## config.mk

```make
export PLATFORM = sky130hd
export DESIGN_NAME = ogam_dual_bank
export DESIGN_NICKNAME = d
export VERILOG_FILES = /design/src/rtl/ogam_pkg.sv /design/src/rtl/ogam_frame_ctl.sv /design/src/rtl/ogam_bank_store.sv /design/src/rtl/ogam_interp_pipe.sv /design/src/rtl/ogam_dual_bank.sv
export SDC_FILE = /design/constraint.sdc
export NUM_CORES = 2
export LEC_CHECK = 0
export BUFFER_PORTS_ARGS = -buffer_cell sky130_fd_sc_hd__buf_2
export CAP_MARGIN = 25
export CORE_ASPECT_RATIO = 2
export CORE_UTILIZATION = 46
export CTS_BUF_LIST = sky130_fd_sc_hd__clkbuf_4 sky130_fd_sc_hd__clkbuf_8
export CTS_CLUSTER_DIAMETER = 200
export DETAILED_ROUTE_END_ITERATION = 8
export SLEW_MARGIN = 10
export SYNTH_ARGS = -nofsm -noshare
export SYNTH_HDL_FRONTEND = slang
export SYNTH_SLANG_ARGS = --single-unit
```

## constraint.sdc

```tcl
create_clock -name clk -period 4.54 [get_ports clk]
set_input_delay 0.227 -clock clk [delete_from_list [all_inputs] [get_ports clk]]
set_output_delay 0.227 -clock clk [all_outputs]
set_load 0.05 [all_outputs]
```

## src/rtl/ogam_pkg.sv

```systemverilog
package ogam_pkg;
  typedef enum logic [1:0] {
    MODE_BYPASS = 2'd0,
    MODE_LUT    = 2'd2
  } ogam_mode_e;

  localparam int NUM_CH = 3;
  // channel index c is enabled by write-mask bit (NUM_CH-1-c): red=2, green=1, blue=0
  function automatic int mask_bit(input int ch);
    return NUM_CH - 1 - ch;
  endfunction
endpackage

```

## src/rtl/ogam_frame_ctl.sv

```systemverilog
module ogam_frame_ctl
  import ogam_pkg::*;
(
  input  logic       clk,
  input  logic       rst_n,
  input  logic [1:0] cfg_mode,
  input  logic       cfg_bank_sel,
  input  logic       frame_start,
  output logic [1:0] cur_mode,
  output logic       cur_bank
);
  logic [1:0] mode_norm;
  assign mode_norm = (cfg_mode == MODE_LUT) ? MODE_LUT : MODE_BYPASS;

  always_ff @(posedge clk or negedge rst_n) begin
    if (!rst_n) begin
      cur_mode <= MODE_BYPASS;
      cur_bank <= 1'b0;
    end else if (frame_start) begin
      cur_mode <= mode_norm;
      cur_bank <= cfg_bank_sel;
    end
  end

  // status holds between frame strobes
  p_hold_between_frames_r4: assert property (@(posedge clk) disable iff (!rst_n)
    !frame_start |=> ($stable(cur_mode) && $stable(cur_bank)));
  // reported mode is only ever bypass or lookup
  p_mode_legal_r2: assert property (@(posedge clk) disable iff (!rst_n)
    (cur_mode == MODE_BYPASS) || (cur_mode == MODE_LUT));
endmodule

```

## src/rtl/ogam_bank_store.sv

```systemverilog
module ogam_bank_store
  import ogam_pkg::*;
#(
  parameter int DATA_W = 10,
  parameter int ADDR_W = 4
) (
  input  logic                              clk,
  input  logic                              rst_n,
  input  logic                              host_bank,
  input  logic [2:0]                        wr_mask,
  input  logic                              idx_wr,
  input  logic [ADDR_W:0]                   idx_val,
  input  logic                              data_wr,
  input  logic [DATA_W-1:0]                 data_val,
  input  logic                              rd_bank,
  input  logic [NUM_CH-1:0][ADDR_W-1:0]     rd_addr,
  output logic [NUM_CH-1:0][DATA_W-1:0]     rd_base,
  output logic [NUM_CH-1:0][DATA_W-1:0]     rd_next
);
  localparam int ENTRIES = (1 << ADDR_W) + 1;
  localparam int PTR_W   = ADDR_W + 1;
  localparam int NBANK   = 2;

  logic [PTR_W-1:0] wr_ptr;
  logic             ptr_in_range;
  logic             wr_accept;
  logic [NBANK-1:0][NUM_CH-1:0][DATA_W-1:0] base_bk, next_bk;

  assign ptr_in_range = (int'(wr_ptr) < ENTRIES);
  assign wr_accept    = data_wr && ptr_in_range;

  always_ff @(posedge clk or negedge rst_n) begin
    if (!rst_n)       wr_ptr <= '0;
    else if (idx_wr)  wr_ptr <= idx_val;
    else if (data_wr) wr_ptr <= wr_ptr + PTR_W'(1);
  end

  for (genvar b = 0; b < NBANK; b++) begin : g_bank
    for (genvar c = 0; c < NUM_CH; c++) begin : g_ch
      logic [DATA_W-1:0] ent [ENTRIES];
      logic              hit;
      assign hit = wr_accept && (host_bank == b[0]) && wr_mask[mask_bit(c)];

      always_ff @(posedge clk or negedge rst_n) begin
        if (!rst_n) begin
          for (int i = 0; i < ENTRIES; i++) ent[i] <= '0;
        end else if (hit) begin
          ent[wr_ptr[PTR_W-1:0]] <= data_val;
        end
      end

      assign base_bk[b][c] = ent[{1'b0, rd_addr[c]}];
      assign next_bk[b][c] = ent[{1'b0, rd_addr[c]} + PTR_W'(1)];
    end
  end

  assign rd_base = base_bk[rd_bank];
  assign rd_next = next_bk[rd_bank];

  // each data write without an index load moves the pointer by one
  p_ptr_step_r7: assert property (@(posedge clk) disable iff (!rst_n)
    (data_wr && !idx_wr) |=> (wr_ptr == $past(wr_ptr) + PTR_W'(1)));
  // index load sets the pointer
  p_ptr_load_r7: assert property (@(posedge clk) disable iff (!rst_n)
    idx_wr |=> (wr_ptr == $past(idx_val)));
endmodule

```

## src/rtl/ogam_interp_pipe.sv

```systemverilog
module ogam_interp_pipe
  import ogam_pkg::*;
#(
  parameter int DATA_W = 10,
  parameter int ADDR_W = 4
) (
  input  logic                          clk,
  input  logic                          rst_n,
  input  logic                          in_valid,
  input  logic                          use_lut,
  input  logic [NUM_CH-1:0][DATA_W-1:0] in_pix,
  input  logic [NUM_CH-1:0][DATA_W-1:0] lut_base,
  input  logic [NUM_CH-1:0][DATA_W-1:0] lut_next,
  output logic                          out_valid,
  output logic [NUM_CH-1:0][DATA_W-1:0] out_pix
);
  localparam int FRAC_W = DATA_W - ADDR_W;
  localparam int DIFF_W = DATA_W + 1;
  localparam int PROD_W = DATA_W + FRAC_W + 2;
  localparam logic signed [PROD_W-1:0] HALF = PROD_W'(1) <<< (FRAC_W - 1);
  localparam logic signed [PROD_W-1:0] VMAX = PROD_W'((1 << DATA_W) - 1);

  function automatic logic signed [PROD_W-1:0] slope_mul(
      input logic signed [DIFF_W-1:0] d, input logic [FRAC_W-1:0] f);
    return PROD_W'(d) * $signed({1'b0, f});
  endfunction

  function automatic logic [DATA_W-1:0] round_add_clamp(
      input logic [DATA_W-1:0] base, input logic signed [PROD_W-1:0] prod);
    logic signed [PROD_W-1:0] adj, sum;
    adj = (prod + HALF) >>> FRAC_W;
    sum = $signed({{(PROD_W-DATA_W){1'b0}}, base}) + adj;
    if (sum < 0)         return '0;
    else if (sum > VMAX) return VMAX[DATA_W-1:0];
    else                 return sum[DATA_W-1:0];
  endfunction

  logic s1_v, s2_v, s1_lut, s2_lut;
  logic [NUM_CH-1:0][DATA_W-1:0] s1_raw, s2_raw, s1_base, s2_base;
  logic [NUM_CH-1:0][FRAC_W-1:0] s1_frac;
  logic signed [DIFF_W-1:0]      s1_diff [NUM_CH];
  logic signed [PROD_W-1:0]      s2_prod [NUM_CH];

  always_ff @(posedge clk or negedge rst_n) begin
    if (!rst_n) begin
      s1_v <= 1'b0; s2_v <= 1'b0; out_valid <= 1'b0;
      s1_lut <= 1'b0; s2_lut <= 1'b0;
    end else begin
      s1_v <= in_valid;  s1_lut <= use_lut;
      s2_v <= s1_v;      s2_lut <= s1_lut;
      out_valid <= s2_v;
    end
  end

  for (genvar c = 0; c < NUM_CH; c++) begin : g_ch
    always_ff @(posedge clk or negedge rst_n) begin
      if (!rst_n) begin
        s1_raw[c] <= '0; s1_base[c] <= '0; s1_frac[c] <= '0; s1_diff[c] <= '0;
        s2_raw[c] <= '0; s2_base[c] <= '0; s2_prod[c] <= '0;
        out_pix[c] <= '0;
      end else begin
        s1_raw[c]  <= in_pix[c];
        s1_base[c] <= lut_base[c];
        s1_frac[c] <= in_pix[c][FRAC_W-1:0];
        s1_diff[c] <= $signed({1'b0, lut_next[c]}) - $signed({1'b0, lut_base[c]});
        s2_raw[c]  <= s1_raw[c];
        s2_base[c] <= s1_base[c];
        s2_prod[c] <= slope_mul(s1_diff[c], s1_frac[c]);
        out_pix[c] <= s2_lut ? round_add_clamp(s2_base[c], s2_prod[c]) : s2_raw[c];
      end
    end
  end

  // fixed three-cycle latency of the valid flag
  p_valid_latency_r9: assert property (@(posedge clk) disable iff (!rst_n)
    in_valid |-> ##3 out_valid);
  p_no_spurious_valid_r9: assert property (@(posedge clk) disable iff (!rst_n)
    !in_valid |-> ##3 !out_valid);
  // bypass returns the sample untouched
  p_bypass_passthru_r10: assert property (@(posedge clk) disable iff (!rst_n)
    (in_valid && !use_lut) |-> ##3 (out_pix == $past(in_pix, 3)));
endmodule

```

## src/rtl/ogam_dual_bank.sv

```systemverilog
module ogam_dual_bank
  import ogam_pkg::*;
#(
  parameter int DATA_W = 10,
  parameter int ADDR_W = 4
) (
  input  logic              clk,
  input  logic              rst_n,
  input  logic [1:0]        cfg_mode,
  input  logic              cfg_bank_sel,
  input  logic              frame_start,
  input  logic              host_bank,
  input  logic [2:0]        wr_mask,
  input  logic              idx_wr,
  input  logic [ADDR_W:0]   idx_val,
  input  logic              data_wr,
  input  logic [DATA_W-1:0] data_val,
  output logic [1:0]        cur_mode,
  output logic              cur_bank,
  input  logic              pix_valid,
  input  logic [DATA_W-1:0] pix_r,
  input  logic [DATA_W-1:0] pix_g,
  input  logic [DATA_W-1:0] pix_b,
  output logic              out_valid,
  output logic [DATA_W-1:0] out_r,
  output logic [DATA_W-1:0] out_g,
  output logic [DATA_W-1:0] out_b
);
  localparam int FRAC_W = DATA_W - ADDR_W;

  logic [NUM_CH-1:0][DATA_W-1:0] in_pix, out_pix, lut_base, lut_next;
  logic [NUM_CH-1:0][ADDR_W-1:0] rd_addr;
  logic                          use_lut;

  assign in_pix  = {pix_b, pix_g, pix_r};   // index 0 = red
  assign use_lut = (cur_mode == MODE_LUT);

  for (genvar c = 0; c < NUM_CH; c++) begin : g_addr
    assign rd_addr[c] = in_pix[c][DATA_W-1:FRAC_W];
  end

  ogam_frame_ctl u_ctl (
    .clk, .rst_n, .cfg_mode, .cfg_bank_sel, .frame_start, .cur_mode, .cur_bank
  );

  ogam_bank_store #(.DATA_W(DATA_W), .ADDR_W(ADDR_W)) u_store (
    .clk, .rst_n, .host_bank, .wr_mask, .idx_wr, .idx_val, .data_wr, .data_val,
    .rd_bank(cur_bank), .rd_addr, .rd_base(lut_base), .rd_next(lut_next)
  );

  ogam_interp_pipe #(.DATA_W(DATA_W), .ADDR_W(ADDR_W)) u_pipe (
    .clk, .rst_n, .in_valid(pix_valid), .use_lut, .in_pix,
    .lut_base, .lut_next, .out_valid, .out_pix
  );

  assign out_r = out_pix[0];
  assign out_g = out_pix[1];
  assign out_b = out_pix[2];
endmodule

```

### Word-level counts from Yosys, hierarchy flattened

Index checks and enable logic that the tools add are counted.

| word-level totals | value |
|---|---|
| register bits | 1288 |
| input port bits | 58 |
| output and inout port bits | 34 |
| logic and storage cells | 247 |

| operators by class | value |
|---|---|
| add/sub/neg operators | 13 |
| multipliers | 3 |
| magnitude comparators | 16 |
| eq/ne operators | 2 |
| muxes and demuxes | 60 |
| bitwise gates (word level) | 8 |
| reduce and logical (&&, ||, !) cells | 11 |

Operator list:

| operator | count |
|---|---|
| 170-bit bitwise mux | 6 |
| 10-bit binary-select mux with 5-bit select | 12 |
| 10-bit two-way mux | 34 |
| 30-bit two-way mux | 4 |
| 18-bit by 7-bit adder with 18-bit output (second input constant) | 3 |
| 11-bit by 7-bit multiplier with 18-bit output | 3 |
| 10-bit demux with 5-bit select | 1 |
| 6-bit >= comparator (second input constant) | 7 |
| 11-bit by 12-bit adder with 13-bit output | 3 |
| 13-bit by 11-bit greater-than comparator with 1-bit output (second input constant) | 3 |
| 13-bit by 1-bit less-than comparator with 1-bit output (second input constant) | 3 |
| 10-bit by 10-bit subtractor with 11-bit output | 3 |
| 5-bit inverter with 6-bit output | 4 |
| 4-bit inverter with 6-bit output | 3 |
| 4-bit by 1-bit adder with 5-bit output (second input constant) | 3 |
| 1-bit logical AND | 10 |
| 5-bit two-way mux | 2 |
| 6-bit by 1-bit less-than comparator with 1-bit output (second input constant) | 1 |
| 5-bit by 1-bit adder with 5-bit output (second input constant) | 1 |
| 5-bit less-than comparator (second input constant) | 1 |
| 2-bit equality test (second input constant) | 2 |
| 1-bit by 2-bit less-than comparator with 1-bit output (second input constant) | 1 |
| 2-bit two-way mux | 1 |
| 2-bit nonzero test | 1 |
| 1-bit inverter | 1 |

### Logic depth before layout (Yosys ltp)

| depth | value |
|---|---|
| word-level depth | 8 |
| depth in mapped cells | 21 |
| gate-level depth less buffers | 18 |

### Cells and area by module

Synthesis repeated with hierarchy kept, for this count alone.

| second synthesis, totals | value |
|---|---|
| cells, all modules | 5140 |
| area, all modules | 71762.6 um^2 |

Modules (own cells, without submodules):

| module | times used | cells each | area each (um^2) |
|---|---|---|---|
| ogam_bank_store | 1 | 3526 | 55042.8 |
| ogam_interp_pipe | 1 | 1605 | 16613.4 |
| ogam_frame_ctl | 1 | 8 | 92.6 |
| ogam_dual_bank | 1 | 1 | 13.8 |

### Worst setup path after synthesis

No wires, ideal clock.

| timing path | value |
|---|---|
| path type | register to register |
| from | register, netlist name u_pipe.s1_raw[11] |
| to | register u_pipe.s2_prod[33] in the netlist's numbering |
| library setup time | 0.080 ns |
| arrival | 4.397 ns |
| slack | 0.063 ns |
| stages on the path, launching flop included | 18 |
| buffers on the path | 1 |
| period minus slack after synthesis | 4.477 ns |
| path through | dfrtp_1 > clkbuf_1 > and2_1 > fa_1 > fa_1 > fa_1 > inv_1 > fa_1 > inv_1 > ha_1 > or2_2 > o22a_1 > o2111ai_1 > a311oi_1 > o21a_1 > o21ai_0 > nor2b_1 > xnor2_1 |

RTL lines:

| item | RTL line | source |
|---|---|---|
| to (signal, indexed assignment) | ogam_interp_pipe.sv:68 | `s2_prod[c] <= slope_mul(s1_diff[c], s1_frac[c]);` |
| to (decl) | ogam_interp_pipe.sv:42 | `logic signed [PROD_W-1:0] s2_prod [NUM_CH];` |

==> results.md <==
- Status: finished, final reports clean
- Share of layout cells above drive strength 1: 42.6%
- Worst Hold Class: in -> reg
- Fin. Hold Viols: 0
- Die Y: 558 µm
- Internal power: 27.5 mW
- TritonCTS clock tree: done
- DRC Markers: 0
- Minimum clock period: 4.48 ns
- I/O Pins: 92
- Power per cell area: 541 nW/µm²
- Post-synth cell types: 75
- Largest net degree at the start of global routing: 129
- CP required: 5.33 ns
- Max IR drop VDD: 0.000465 V
- Avg Vias per Cell: 6.07
- Combinational fraction of design power: 43.9%
- Final Max Tran Viols: 0
- Yosys top cell by area: dfrtp_1
- Register share of total power: 33.0%
- Final Skew: 0.0822 ns
- Skew-Pair Late Insertion Delay: 0.94 ns
- Worst-path fanout max: 7
- Met1 WL: 79,800 µm
- Die X: 280 µm
- Crit Path Class: reg -> reg
- Sw Pwr: 16.1 mW
- CTS H-tree depth: 4
- Tcrit/Tclk final: 98.7%
- Clk pwr share: 23.1%
- Met2 wire len: 119,000 µm
- CTS Buffer Depth: 4
- WL met3: 8670 µm
- FFs w/ async S/R, synth: 100%
- CTS Buf Count: 190
- RSZ-0062 raised after global routing: yes
- Total power: 43.6 mW
- Initial antenna violation count: 18
- Post-detail-place hpwl: 162,000 µm
- Sw frac: 36.9%
- Core outline area: 153,000 µm²
- Global route overflow: 0
- Mean Syn Cell Area: 13.7 µm²
- Setup violators final: 0
- Violation count after the first detailed-route iteration: 3,308
- CP startpoint kind: register
- EDFF count, synth: 0
- Setup slack after layout: 0.0599 ns
- Synthesized area: 71,100 µm²
- Synth warn: 0
- Seq/Total Area, Yosys: 44.1%
- Leading post-synthesis cells by cell area: dfrtp_1, mux2_2, mux4_2
- Root Driver: clkbuf_8
- Max_cap viols: 0
- Main synth FF type: dfrtp_1
- Gr usage total: 29.6%
- FF+latch count, synth: 1,254
- Leak Pwr: 37.0 nW
- Worst R2R Setup Slack: 0.06 ns
- Arrival time at the worst endpoint: 5.27 ns
- Wire per inst: 29.2 µm
- Mapped Nets: 5,582
- Top post-synthesis cells by count: dfrtp_1, mux2_2, mux4_2
- Vias in the first global route: 49,800
- Sinks on Clock Net: 1,254
- Area delta synth->final: 13.3%
- ANT nets after route: 0
- Reg clk slew, reported paths: 0.07 ns
- Hold path cells: 2
- Gate count of the mapped netlist: 5,205
- Initial Utilization: 46.5%
- Final GP Congestion: 0.915
- Maximum clock rate: 0.223 GHz
- Die footprint: 156,000 µm²
- TNS Setup: 0 ns
- Vias: 46,800
- Core Rows: 203
- Top-area cell type share of the netlist area: 44.1%
- Transition time of the tightest slew-check pin: 1.01 ns
- Global-route wire length before repair: 337,000 µm
- Worst r2r path cells: 17
- Port bufs: 90
- Pre-CTS setup slack: -0.204 ns
- First-pass DRT Iterations: 8
- DR top layer: met5
- Layout Nets: 5,902
- Most common cell in the synthesized netlist: dfrtp_1
- Worst rel slew slack: 32.4%
- Crit. End Element: register
- Wirelength, routed: 226,000 µm
what timing repair did:
| action | CTS | global route |
|---|---|---|
| endpoints found under the hold margin | 1050 | 0 |
| hold buffers | 77 | 0 |
| pin swaps | 0 | 18 |
| gates resized for setup | 10 | 37 |
| setup buffers | 0 | 10 |
| setup endpoints to repair | 6 | 11 |
stage by stage:
stage	utilization (%)	hold WS, ns	cell area (µm²)	instances
after CTS	52.5	0.00117	80400	7693
after global placement	49.4	0.272	75600	7295
after global routing	52.6	0.0367	80600	7712
after floorplan	-	-0.0686	71100	5205
final	52.6	0.0517	80600	7716
after detailed placement	49.4	0.277	75600	7295
cell type report:
cell class,count,area [µm²]
Antenna cell,12,30.0
Tap cell,2050,2560
Timing Repair Buffer,460,4060
Clock inverter,34,392
Inverter,297,1120
Sequential cell,1254,31400
Multi-Input combinational cell,3322,37500
Fill cell,13000,72500
Clock buffer,287,3580
power by group through the flow:
stage | registers (mW) | clock network [mW] | logic, mW
3_5_place_dp | 14.6 | 0 | 18.4
4_1_cts | 14.4 | 10.3 | 18.7
6_report | 14.4 | 10.1 | 19.2
2_1_floorplan | 14.3 | 0 | 12.7
3_3_place_gp | 14.5 | 0 | 18.0
5_1_grt | 14.6 | 10.7 | 21.3
kinds of logic (layout without fill, tap and decap cells):
family,Yosys count,after routing,share of synthesized area (%)
muxes,1613,1613,33.4
DFF,1254,1254,44.1
and+or+nand+nor,831,831,6.04
buffers and inverters,629,1078,3.49
AOI/OAI and AO/OA,438,438,4.33
adders and majority gates,319,319,7.13
xor gates and xnor gates,120,120,1.49
other,1,13,0.00527
flip-flops by register name, summed over array words and instances, names as in the netlist:
| signal | flops |
|---|---|
| u_ctl.cur_bank | 1 |
| u_ctl.cur_mode | 1 |
| u_pipe.out_pix | 30 |
| u_pipe.out_valid | 1 |
| u_pipe.s1_base | 30 |
| u_pipe.s1_diff | 33 |
| u_pipe.s1_lut | 1 |
| u_pipe.s1_raw | 30 |
| u_pipe.s1_v | 1 |
| u_pipe.s2_base | 30 |
| u_pipe.s2_lut | 1 |
| u_pipe.s2_prod | 39 |
| u_pipe.s2_raw | 30 |
| u_pipe.s2_v | 1 |
| u_store.g_bank.g_ch.ent | 1020 |
| u_store.wr_ptr | 5 |
worst max-delay path: stages (launching register included):
cell and delay (ns):
dfrtp_2 0.47, buf_6 0.15, and2_4 0.15, fa_1 0.44
ha_1 0.28, inv_1 0.04, fa_1 0.44, fa_1 0.51
inv_2 0.05, ha_4 0.26, nand4_1 0.11, o2111ai_2 0.29
o2111ai_2 0.16, a311oi_2 0.37, o21a_1 0.26, o21ai_2 0.11
nor2b_2 0.16, xnor2_1 0.12
layout by cell type, fill, tap and decap left out, drive strengths merged, types with 13 or more instances in the layout:
cell / synthesis / routed
dfrtp: 1254 / 1254
xnor2: 86 / 86
mux2: 1023 / 1023
a32oi: 17 / 17
nand2: 271 / 271
a32o: 25 / 25
xor2: 34 / 34
clkbuf: 232 / 289
nor2b: 23 / 23
o22ai: 62 / 62
nor2: 240 / 240
o221ai: 32 / 32
fa: 144 / 144
ha: 175 / 175
inv: 294 / 297
nand4: 14 / 14
nor3: 22 / 22
clkinv: 3 / 21
a21oi: 78 / 78
and2: 165 / 165
a311oi: 13 / 13
mux2i: 83 / 83
buf: 100 / 382
mux4: 507 / 507
a21o: 21 / 21
dlygate4sd3: 0 / 76
nand3: 51 / 51
o21a: 13 / 13
o21ai: 77 / 77
per-layer routing:
| layer | GRT usage (%) | up-vias |
|---|---|---|
| li1 | - | 19700 |
| met1 | 33.1 | 25100 |
| met2 | 53.1 | 1399 |
| met3 | 3.23 | 558 |
| met4 | 19.2 | 2 |
| met5 | 0 | - |
final timing paths:
kind / startpoint / end
min: data_val[5] / u_store.g_bank[1].g_ch[1].ent[45]
min in group asynchronous: rst_n / u_store.g_bank[1].g_ch[0].ent[166]
max: u_pipe.s1_raw[12] / u_pipe.s2_prod[33]
min reg2reg: u_pipe.s1_raw[29] / u_pipe.s2_raw[29]
max reg2reg: u_pipe.s1_raw[12] / u_pipe.s2_prod[33]
max in group asynchronous: rst_n / u_store.g_bank[1].g_ch[2].ent[74]
Power figures use the tool's default switching activity.
